### config.mk
export PLATFORM = sky130hd
export DESIGN_NAME = dma_chan_engine
export DESIGN_NICKNAME = d
export VERILOG_FILES = /design/src/rtl/dma_chan_pkg.sv /design/src/rtl/dma_addr_step.sv /design/src/rtl/dma_csr.sv /design/src/rtl/dma_xfer_fsm.sv /design/src/rtl/dma_chan_engine.sv
export SDC_FILE = /design/constraint.sdc
export NUM_CORES = 1
export LEC_CHECK = 0
export BUFFER_PORTS_ARGS = -buffer_cell sky130_fd_sc_hd__buf_4
export CAP_MARGIN = 30
export CORE_MARGIN = 2
export CORE_UTILIZATION = 29
export CTS_CLUSTER_SIZE = 25
export DETAILED_ROUTE_END_ITERATION = 12
export PLACE_DENSITY_LB_ADDON = 0.2
export SYNTH_ARGS = -nofsm -noshare
export SYNTH_HDL_FRONTEND = slang
export SYNTH_SLANG_ARGS = --single-unit
### constraint.sdc
create_clock -name clk -period 3.8 [get_ports clk]
set_clock_uncertainty 0.1 [all_clocks]
set_input_delay 0.38 -clock clk [delete_from_list [all_inputs] [get_ports clk]]
set_output_delay 0.38 -clock clk [all_outputs]
set_load 0.02 [all_outputs]
### src/rtl/dma_chan_pkg.sv
package dma_chan_pkg;

    typedef enum logic [2:0] {
        ST_IDLE,
        ST_WAIT,
        ST_READ,
        ST_WRITE,
        ST_HOLD,
        ST_REL1,
        ST_REL2
    } dma_state_t;

    localparam logic [3:0] RI_SRC_BASE = 4'd0;
    localparam logic [3:0] RI_SRC_MODE = 4'd1;
    localparam logic [3:0] RI_DST_BASE = 4'd2;
    localparam logic [3:0] RI_DST_MODE = 4'd3;
    localparam logic [3:0] RI_CTRL     = 4'd4;
    localparam logic [3:0] RI_STATUS   = 4'd5;
    localparam logic [3:0] RI_CUR_SRC  = 4'd6;
    localparam logic [3:0] RI_CUR_DST  = 4'd7;
    localparam logic [3:0] RI_TRIG     = 4'd8;

    localparam int CB_SIZE_LO = 20;
    localparam int CB_HW      = 23;
    localparam int CB_REQ_LO  = 24;
    localparam int CB_IRQ_EN  = 29;
    localparam int CB_HS      = 31;

    localparam int SB_BUSY = 30;
    localparam int SB_FLAG = 31;

    typedef struct packed {
        logic       hs;
        logic       irq_en;
        logic [2:0] req_src;
        logic       hw;
        logic [1:0] size;
    } ctrl_cfg_t;

endpackage

### src/rtl/dma_addr_step.sv
module dma_addr_step #(
    parameter int ADDR_W = 31
) (
    input  logic [ADDR_W-1:0] addr,
    input  logic              fixed,
    input  logic [1:0]        size,
    output logic [ADDR_W-1:0] next
);
    logic [1:0]        sz_eff;
    logic [ADDR_W-1:0] step;

    always_comb begin
        sz_eff = (size == 2'd3) ? 2'd2 : size;
        step   = ADDR_W'(1) << sz_eff;
        next   = fixed ? addr : addr + step;
    end
endmodule

### src/rtl/dma_csr.sv
module dma_csr
    import dma_chan_pkg::*;
#(
    parameter int ADDR_W = 31,
    parameter int CNT_W  = 20
) (
    input  logic              clk,
    input  logic              rst_n,
    input  logic [3:0]        reg_sel,
    input  logic              reg_we,
    input  logic [31:0]       reg_wdata,
    output logic [31:0]       reg_rdata,
    input  logic              st_busy,
    input  logic [CNT_W-1:0]  st_count,
    input  logic [ADDR_W-1:0] cur_src,
    input  logic [ADDR_W-1:0] cur_dst,
    input  logic              clr_on,
    input  logic              set_flag,
    input  logic              sw_take,
    output logic [ADDR_W-1:0] src_base,
    output logic [ADDR_W-1:0] dst_base,
    output logic              src_fixed,
    output logic              src_periph,
    output logic              dst_fixed,
    output logic              dst_periph,
    output logic [CNT_W-1:0]  count_init,
    output ctrl_cfg_t         cfg,
    output logic              chan_on,
    output logic              sw_req,
    output logic              start,
    output logic              flag
);
    logic [ADDR_W-1:0] src_base_q, dst_base_q;
    logic [1:0]        src_mode_q, dst_mode_q;
    logic [31:0]       ctrl_q;
    logic              on_q, swreq_q, flag_q;
    logic [31:0]       status_w;

    assign start = reg_we && (reg_sel == RI_TRIG) && reg_wdata[1] && !on_q;

    always_ff @(posedge clk) begin
        if (!rst_n) begin
            src_base_q <= '0;
            dst_base_q <= '0;
            src_mode_q <= '0;
            dst_mode_q <= '0;
            ctrl_q     <= '0;
            on_q       <= 1'b0;
            swreq_q    <= 1'b0;
            flag_q     <= 1'b0;
        end else begin
            if (reg_we) begin
                unique case (reg_sel)
                    RI_SRC_BASE: src_base_q <= reg_wdata[ADDR_W-1:0];
                    RI_SRC_MODE: src_mode_q <= reg_wdata[1:0];
                    RI_DST_BASE: dst_base_q <= reg_wdata[ADDR_W-1:0];
                    RI_DST_MODE: dst_mode_q <= reg_wdata[1:0];
                    RI_CTRL:     ctrl_q     <= reg_wdata;
                    RI_STATUS:   if (reg_wdata[SB_FLAG]) flag_q <= 1'b0;
                    RI_TRIG: begin
                        on_q    <= reg_wdata[1];
                        swreq_q <= reg_wdata[0];
                    end
                    default: ;
                endcase
            end
            if (sw_take)  swreq_q <= 1'b0;
            if (clr_on)   on_q    <= 1'b0;
            if (set_flag) flag_q  <= 1'b1;
        end
    end

    always_comb begin
        status_w                = '0;
        status_w[CNT_W-1:0]     = st_count;
        status_w[SB_BUSY]       = st_busy;
        status_w[SB_FLAG]       = flag_q;
    end

    always_comb begin
        unique case (reg_sel)
            RI_SRC_BASE: reg_rdata = 32'(src_base_q);
            RI_SRC_MODE: reg_rdata = 32'(src_mode_q);
            RI_DST_BASE: reg_rdata = 32'(dst_base_q);
            RI_DST_MODE: reg_rdata = 32'(dst_mode_q);
            RI_CTRL:     reg_rdata = ctrl_q;
            RI_STATUS:   reg_rdata = status_w;
            RI_CUR_SRC:  reg_rdata = 32'(cur_src);
            RI_CUR_DST:  reg_rdata = 32'(cur_dst);
            RI_TRIG:     reg_rdata = {30'd0, on_q, swreq_q};
            default:     reg_rdata = '0;
        endcase
    end

    assign src_base   = src_base_q;
    assign dst_base   = dst_base_q;
    assign src_fixed  = src_mode_q[0];
    assign src_periph = src_mode_q[1];
    assign dst_fixed  = dst_mode_q[0];
    assign dst_periph = dst_mode_q[1];
    assign count_init = ctrl_q[CNT_W-1:0];
    assign cfg.hs      = ctrl_q[CB_HS];
    assign cfg.irq_en  = ctrl_q[CB_IRQ_EN];
    assign cfg.req_src = ctrl_q[CB_REQ_LO+2:CB_REQ_LO];
    assign cfg.hw      = ctrl_q[CB_HW];
    assign cfg.size    = ctrl_q[CB_SIZE_LO+1:CB_SIZE_LO];
    assign chan_on    = on_q;
    assign sw_req     = swreq_q;
    assign flag       = flag_q;
endmodule

### src/rtl/dma_xfer_fsm.sv
module dma_xfer_fsm
    import dma_chan_pkg::*;
#(
    parameter int ADDR_W = 31,
    parameter int DATA_W = 32,
    parameter int CNT_W  = 20,
    parameter int NREQ   = 8
) (
    input  logic              clk,
    input  logic              rst_n,
    input  logic              start,
    input  logic              chan_on,
    input  logic              hw_mode,
    input  logic              hs_mode,
    input  logic [2:0]        req_src,
    input  logic [1:0]        size,
    input  logic [CNT_W-1:0]  count_init,
    input  logic [ADDR_W-1:0] src_base,
    input  logic [ADDR_W-1:0] dst_base,
    input  logic              src_fixed,
    input  logic              dst_fixed,
    input  logic              src_periph,
    input  logic              dst_periph,
    input  logic              sw_req,
    input  logic [NREQ-1:0]   dreq,
    input  logic [DATA_W-1:0] m_rdata,
    input  logic              m_ready,
    output logic              sw_take,
    output logic              clr_on,
    output logic              set_flag,
    output logic              busy,
    output logic [CNT_W-1:0]  cur_cnt,
    output logic [ADDR_W-1:0] cur_src,
    output logic [ADDR_W-1:0] cur_dst,
    output logic              dack,
    output logic [ADDR_W-1:0] m_addr,
    output logic              m_rd,
    output logic              m_wr,
    output logic [1:0]        m_size,
    output logic              m_periph,
    output logic [DATA_W-1:0] m_wdata
);
    dma_state_t        state_q, state_d;
    logic [CNT_W-1:0]  cnt_q;
    logic [ADDR_W-1:0] side_cur [2];
    logic [ADDR_W-1:0] side_nxt [2];
    logic              side_fix [2];
    logic [DATA_W-1:0] data_q;
    logic              req_line, unit_req, last_unit, wr_done, rd_done;

    assign req_line  = dreq[req_src];
    assign unit_req  = hw_mode ? req_line : sw_req;
    assign last_unit = (cnt_q == CNT_W'(1));
    assign rd_done   = (state_q == ST_READ)  && m_ready;
    assign wr_done   = (state_q == ST_WRITE) && m_ready;

    assign side_fix[0] = src_fixed;
    assign side_fix[1] = dst_fixed;

    for (genvar s = 0; s < 2; s++) begin : g_side
        dma_addr_step #(.ADDR_W(ADDR_W)) u_step (
            .addr  (side_cur[s]),
            .fixed (side_fix[s]),
            .size  (size),
            .next  (side_nxt[s])
        );
    end

    // state register
    always_ff @(posedge clk) begin
        if (!rst_n) state_q <= ST_IDLE;
        else        state_q <= state_d;
    end

    // next-state logic
    always_comb begin
        state_d = state_q;
        unique case (state_q)
            ST_IDLE:  if (start && count_init != '0) state_d = ST_WAIT;
            ST_WAIT: begin
                if (!chan_on)      state_d = ST_IDLE;
                else if (unit_req) state_d = ST_READ;
            end
            ST_READ:  if (m_ready) state_d = ST_WRITE;
            ST_WRITE: begin
                if (m_ready) begin
                    if (hw_mode && hs_mode)                  state_d = ST_HOLD;
                    else if (last_unit)                      state_d = ST_IDLE;
                    else if (hw_mode && req_line && chan_on) state_d = ST_READ;
                    else                                     state_d = ST_WAIT;
                end
            end
            ST_HOLD:  if (!req_line) state_d = ST_REL1;
            ST_REL1:  state_d = ST_REL2;
            ST_REL2:  state_d = chan_on ? ST_WAIT : ST_IDLE;
            default:  state_d = ST_IDLE;
        endcase
    end

    // outputs
    always_comb begin
        m_rd     = 1'b0;
        m_wr     = 1'b0;
        m_addr   = side_cur[0];
        m_periph = src_periph;
        dack     = 1'b0;
        sw_take  = 1'b0;
        unique case (state_q)
            ST_IDLE: ;
            ST_WAIT: sw_take = chan_on && !hw_mode && sw_req;
            ST_READ: begin
                m_rd = 1'b1;
                dack = hw_mode;
            end
            ST_WRITE: begin
                m_wr     = 1'b1;
                m_addr   = side_cur[1];
                m_periph = dst_periph;
                dack     = hw_mode;
            end
            ST_HOLD, ST_REL1, ST_REL2: dack = hw_mode;
            default: ;
        endcase
        clr_on   = (start && count_init == '0) || (wr_done && last_unit);
        set_flag = wr_done && last_unit;
    end

    // datapath
    always_ff @(posedge clk) begin
        if (!rst_n) begin
            cnt_q       <= '0;
            side_cur[0] <= '0;
            side_cur[1] <= '0;
            data_q      <= '0;
        end else begin
            if (start) begin
                cnt_q       <= count_init;
                side_cur[0] <= src_base;
                side_cur[1] <= dst_base;
            end
            if (rd_done) data_q <= m_rdata;
            if (wr_done) begin
                cnt_q       <= cnt_q - CNT_W'(1);
                side_cur[0] <= side_nxt[0];
                side_cur[1] <= side_nxt[1];
            end
        end
    end

    assign busy    = (state_q != ST_IDLE);
    assign cur_cnt = cnt_q;
    assign cur_src = side_cur[0];
    assign cur_dst = side_cur[1];
    assign m_size  = size;
    assign m_wdata = data_q;
endmodule

### src/rtl/dma_chan_engine.sv
module dma_chan_engine
    import dma_chan_pkg::*;
#(
    parameter int ADDR_W = 31,
    parameter int DATA_W = 32,
    parameter int CNT_W  = 20,
    parameter int NREQ   = 8
) (
    input  logic              clk,
    input  logic              rst_n,
    input  logic [3:0]        reg_sel,
    input  logic              reg_we,
    input  logic [31:0]       reg_wdata,
    output logic [31:0]       reg_rdata,
    input  logic [NREQ-1:0]   dreq,
    output logic              dack,
    output logic [ADDR_W-1:0] m_addr,
    output logic              m_rd,
    output logic              m_wr,
    output logic [1:0]        m_size,
    output logic              m_periph,
    output logic [DATA_W-1:0] m_wdata,
    input  logic [DATA_W-1:0] m_rdata,
    input  logic              m_ready,
    output logic              irq
);
    ctrl_cfg_t         cfg;
    logic [ADDR_W-1:0] src_base, dst_base, cur_src, cur_dst;
    logic [CNT_W-1:0]  count_init, cur_cnt;
    logic src_fixed, src_periph, dst_fixed, dst_periph;
    logic chan_on, sw_req, start, flag, busy, clr_on, set_flag, sw_take;

    dma_csr #(.ADDR_W(ADDR_W), .CNT_W(CNT_W)) u_csr (
        .clk(clk), .rst_n(rst_n),
        .reg_sel(reg_sel), .reg_we(reg_we), .reg_wdata(reg_wdata), .reg_rdata(reg_rdata),
        .st_busy(busy), .st_count(cur_cnt), .cur_src(cur_src), .cur_dst(cur_dst),
        .clr_on(clr_on), .set_flag(set_flag), .sw_take(sw_take),
        .src_base(src_base), .dst_base(dst_base),
        .src_fixed(src_fixed), .src_periph(src_periph),
        .dst_fixed(dst_fixed), .dst_periph(dst_periph),
        .count_init(count_init), .cfg(cfg), .chan_on(chan_on),
        .sw_req(sw_req), .start(start), .flag(flag)
    );

    dma_xfer_fsm #(.ADDR_W(ADDR_W), .DATA_W(DATA_W), .CNT_W(CNT_W), .NREQ(NREQ)) u_fsm (
        .clk(clk), .rst_n(rst_n), .start(start), .chan_on(chan_on),
        .hw_mode(cfg.hw), .hs_mode(cfg.hs), .req_src(cfg.req_src), .size(cfg.size),
        .count_init(count_init), .src_base(src_base), .dst_base(dst_base),
        .src_fixed(src_fixed), .dst_fixed(dst_fixed),
        .src_periph(src_periph), .dst_periph(dst_periph),
        .sw_req(sw_req), .dreq(dreq), .m_rdata(m_rdata), .m_ready(m_ready),
        .sw_take(sw_take), .clr_on(clr_on), .set_flag(set_flag), .busy(busy),
        .cur_cnt(cur_cnt), .cur_src(cur_src), .cur_dst(cur_dst), .dack(dack),
        .m_addr(m_addr), .m_rd(m_rd), .m_wr(m_wr), .m_size(m_size),
        .m_periph(m_periph), .m_wdata(m_wdata)
    );

    assign irq = flag && cfg.irq_en;
endmodule

==> impl_metrics.env <==
export IMPL_critPathBufInv=0
export IMPL_antenna_found_initial=0
export IMPL_crit_type="flip-flop to flip-flop"
export IMPL_grt_pass1_wl_um=65100
export IMPL_rsz0062_at_grt="no"
export IMPL_synth_edf_count=62
export IMPL_start_kind="flip-flop"
export IMPL_fin_hold_ws_ps=24.8
export IMPL_min_period_ps=3170
export IMPL_min_path_type="primary input to flip-flop"
export IMPL_hold_path_startpoint="reg_wdata[27]"
export IMPL_wl_per_cell_um=19.6
export IMPL_setup_tns_ps=0
export IMPL_max_freq_mhz=315
export IMPL_via_count=11200
export IMPL_portBuffers=181
export IMPL_ff_latch_area_mm2=0.00498
export IMPL_leakagePower_nw=5.40
export IMPL_outcome="completed"
export IMPL_async_flop_share_pct=0
export IMPL_ant_nets=0
export IMPL_crit_chain="nor2b_1 -> fa_1 -> a21o_1 -> nor4b_2 -> nor4b_4 -> nand4_1 -> xor2_1 -> o21ai_1"
export IMPL_max_stage_delay_ps=690
export IMPL_htree_levels=1
export IMPL_diodes=0
export IMPL_area_growth_pct=30.0
export IMPL_grt_pass1_vias=10900
export IMPL_postSynthCellCount=1419
export IMPL_yosysSeqAreaShare_pct=44.4
export IMPL_drt_initial_drc_count=1137
export IMPL_grt_usage_pct=20.4
export IMPL_crit_required_ps=3990
export IMPL_critical_path_max_fanout=6
export IMPL_slew_headroom_pct=36.5
export IMPL_design_area_mm2=0.0146
export IMPL_multi_input_area_mm2=0.00585
export IMPL_detailed_place_hpwl_um=28000
export IMPL_grt_max_degree=149
export IMPL_syn_nets=1509
export IMPL_finalHoldViolations=0
export IMPL_synth_distinct_cells=68
export IMPL_syn_area_mm2=0.0112
export IMPL_min_path_cells=3
export IMPL_numClockSinks=218
export IMPL_synth_seq_cells=218
export IMPL_vias_per_cell=5.19
export IMPL_initial_utilization_pct=29.2
export IMPL_endpoint_kind="flip-flop"
export IMPL_path_clk_slew_ps=60
export IMPL_placed_area_mm2=0.0132
export IMPL_worst_pin_slew_ps=950
export IMPL_ir_worst_vdd_mv=0.225
export IMPL_place_congestion=0.809
export IMPL_path_delay_family="simple AND/OR/NAND/NOR gates"
export IMPL_wl_um=42200
export IMPL_fin_util_pct=38.0
export IMPL_cpMaxStageDelayCell="nor4b_2"
export IMPL_reg2reg_slack_ps=630
export IMPL_most_common_layout_cells="nand2_1, buf_4, dfxtp_1"
export IMPL_cts_tree="built"
export IMPL_cts_buffer_depth=3
export IMPL_r2r_start="u_csr.ctrl_q[20]"
export IMPL_worst_ep_arrival_time_ps=3370
export IMPL_core_mm2=0.0385
export IMPL_yosys_most_used_dff="dfxtp_1"
export IMPL_fin_ws_ps=626
export IMPL_route_detailed_drc=0
export IMPL_r2r_end="u_fsm.side_cur[0][57]"
export IMPL_place_ws_ps=648
export IMPL_insertion_delay_ps=550
export IMPL_cts_made_buffers=26
export IMPL_die_width_um=201
export IMPL_startpoint="u_csr.ctrl_q[20]"
export IMPL_ys_warn_count=0
export IMPL_power_per_cell_area_mw_per_mm2=377
export IMPL_maxCapViolCount=0
export IMPL_drv_slew=0
export IMPL_syn_area_per_cell_um2=7.92
export IMPL_die_h_um=201
export IMPL_clockRootBuffer="clkbuf_16"
export IMPL_rows=72
export IMPL_n_fill_cell=3972
export IMPL_min_period_over_period_pct=83.5
export IMPL_worstRegToRegCells=8
export IMPL_whs_endpoint="u_csr.src_base[27]"
export IMPL_first_pass_iters=5
export IMPL_setup_violations=0
export IMPL_dieArea_mm2=0.0403
export IMPL_layout_nets=1705
export IMPL_final_common_cell="nand2_1"
export IMPL_io_pins=182
export IMPL_overflow=0
export IMPL_drive_gt1_share_pct=17.5
-- where the power goes --
part / total (mW) / internal [mW] / switching [mW] / leakage, nW
clock: 2.61 / 1.59 / 1.03 / 0.444
sequential: 2.48 / 2.43 / 0.0548 / 1.90
combinational: 0.411 / 0.178 / 0.233 / 3.06
total: 5.50 / 4.19 / 1.31 / 5.40
-- kinds of logic (layout without fill, tap and decap cells) --
family	Yosys count	count (layout)	synth area share, %
adder cells (fa/ha/maj)	10	10	1.25
buffers and inverters	111	327	4.04
flip-flops	218	218	44.4
XOR/XNOR	58	58	4.52
AO/OA/AOI/OAI	347	347	18.9
AND/OR/NAND/NOR	662	662	25.6
multiplexers	13	13	1.34
-- cell usage after synthesis (2+ instances only) --
| cell | instances | area [µm²] |
|---|---|---|
| a21oi_1 | 150 | 751 |
| nor4_1 | 11 | 68.8 |
| o21ai_0 | 48 | 240 |
| nor4b_2 | 2 | 30.0 |
| buf_4 | 2 | 15.0 |
| inv_1 | 12 | 45.0 |
| a22o_1 | 7 | 61.3 |
| nand2_1 | 465 | 1750 |
| and2_1 | 2 | 12.5 |
| nor2b_1 | 6 | 37.5 |
| nor3_1 | 18 | 90.1 |
| mux2_2 | 6 | 67.6 |
| mux2i_1 | 6 | 60.1 |
| nor2_1 | 47 | 176 |
| dfxtp_1 | 156 | 3120 |
| xnor2_1 | 19 | 166 |
| edfxtp_1 | 62 | 1860 |
| o211a_1 | 2 | 20.0 |
| nand2b_1 | 10 | 62.6 |
| o211ai_1 | 6 | 45.0 |
| buf_2 | 18 | 90.1 |
| a22oi_1 | 73 | 548 |
| o311ai_0 | 2 | 17.5 |
| nand3b_1 | 2 | 15.0 |
| nand4_1 | 17 | 106 |
| a31oi_1 | 3 | 18.8 |
| a21o_1 | 6 | 45.0 |
| nand3_1 | 51 | 255 |
| xor2_1 | 39 | 342 |
| fa_1 | 2 | 40.0 |
| o21ai_1 | 20 | 100 |
| o221ai_1 | 2 | 17.5 |
| a222oi_1 | 11 | 110 |
| and3_1 | 12 | 75.1 |
| ha_1 | 8 | 100 |
| o22ai_1 | 3 | 18.8 |
| clkbuf_1 | 76 | 285 |
| and4_1 | 4 | 35.0 |
| a211oi_1 | 3 | 22.5 |
| or4_1 | 2 | 15.0 |
-- per-layer routing --
layer	global-route usage, %	wire, µm	vias up
li1	-	-	5354
met1	29.1	19500	5328
met2	32.1	18900	431
met3	3.26	2970	54
met4	5.29	824	0
met5	0	0	-
-- worst register-to-register path: cells and delay by family, from the launching register on --
family,cells,cell delay [ps]
xor+xnor,1,160
compound gates,2,280
simple gates,4,1660
flops,1,410
fa+ha+maj,1,300
-- state kept, by name, summed over array words and instances (netlist names) --
register and count:
u_csr.sw_req 1, u_csr.ctrl_q 32, u_fsm.cur_cnt 20, u_csr.flag 1, u_fsm.state_q 3, u_csr.dst_mode_q 2, u_csr.dst_base 31, u_csr.chan_on 1
u_fsm.m_wdata 32, u_csr.src_mode_q 2, u_fsm.side_cur 62, u_csr.src_base 31
-- repair_timing --
item,4_1_cts,5_1_grt
gates resized for setup,0,0
hold buffers,55,0
endpoints found under the hold margin,97,0
buffers inserted,0,0
-- worst max-delay path by stage --
stage / endpoint / slack [ps] / depth (start not counted)
4_1_cts: u_fsm.side_cur[0][57] / 640 / 8
3_5_place_dp: u_fsm.side_cur[0][57] / 650 / 8
2_1_floorplan: u_fsm.side_cur[0][0] / 790 / 4
5_1_grt: u_fsm.side_cur[0][61] / 470 / 8
6_report: u_fsm.side_cur[0][57] / 630 / 8
3_3_place_gp: u_fsm.side_cur[0][57] / 770 / 8
-- stage by stage --
| step | total power, mW | instances |
|---|---|---|
| after global routing | 5.68 | 2153 |
| after detailed placement | 2.89 | 2050 |
| after CTS | 5.55 | 2153 |
| after global placement | 2.89 | 2049 |
| final | 5.50 | 2153 |
| after floorplan | 2.69 | 1419 |
-- area by class of cell --
class	count	area share, %
timing repair buffer	266	14.9
inverter	13	0.351
tap	518	4.44
clock inverter	8	0.634
multi-input combinational	1090	40.0
sequential	218	34.1
clock buffer	40	5.51
(Power assumes the default switching activity.)
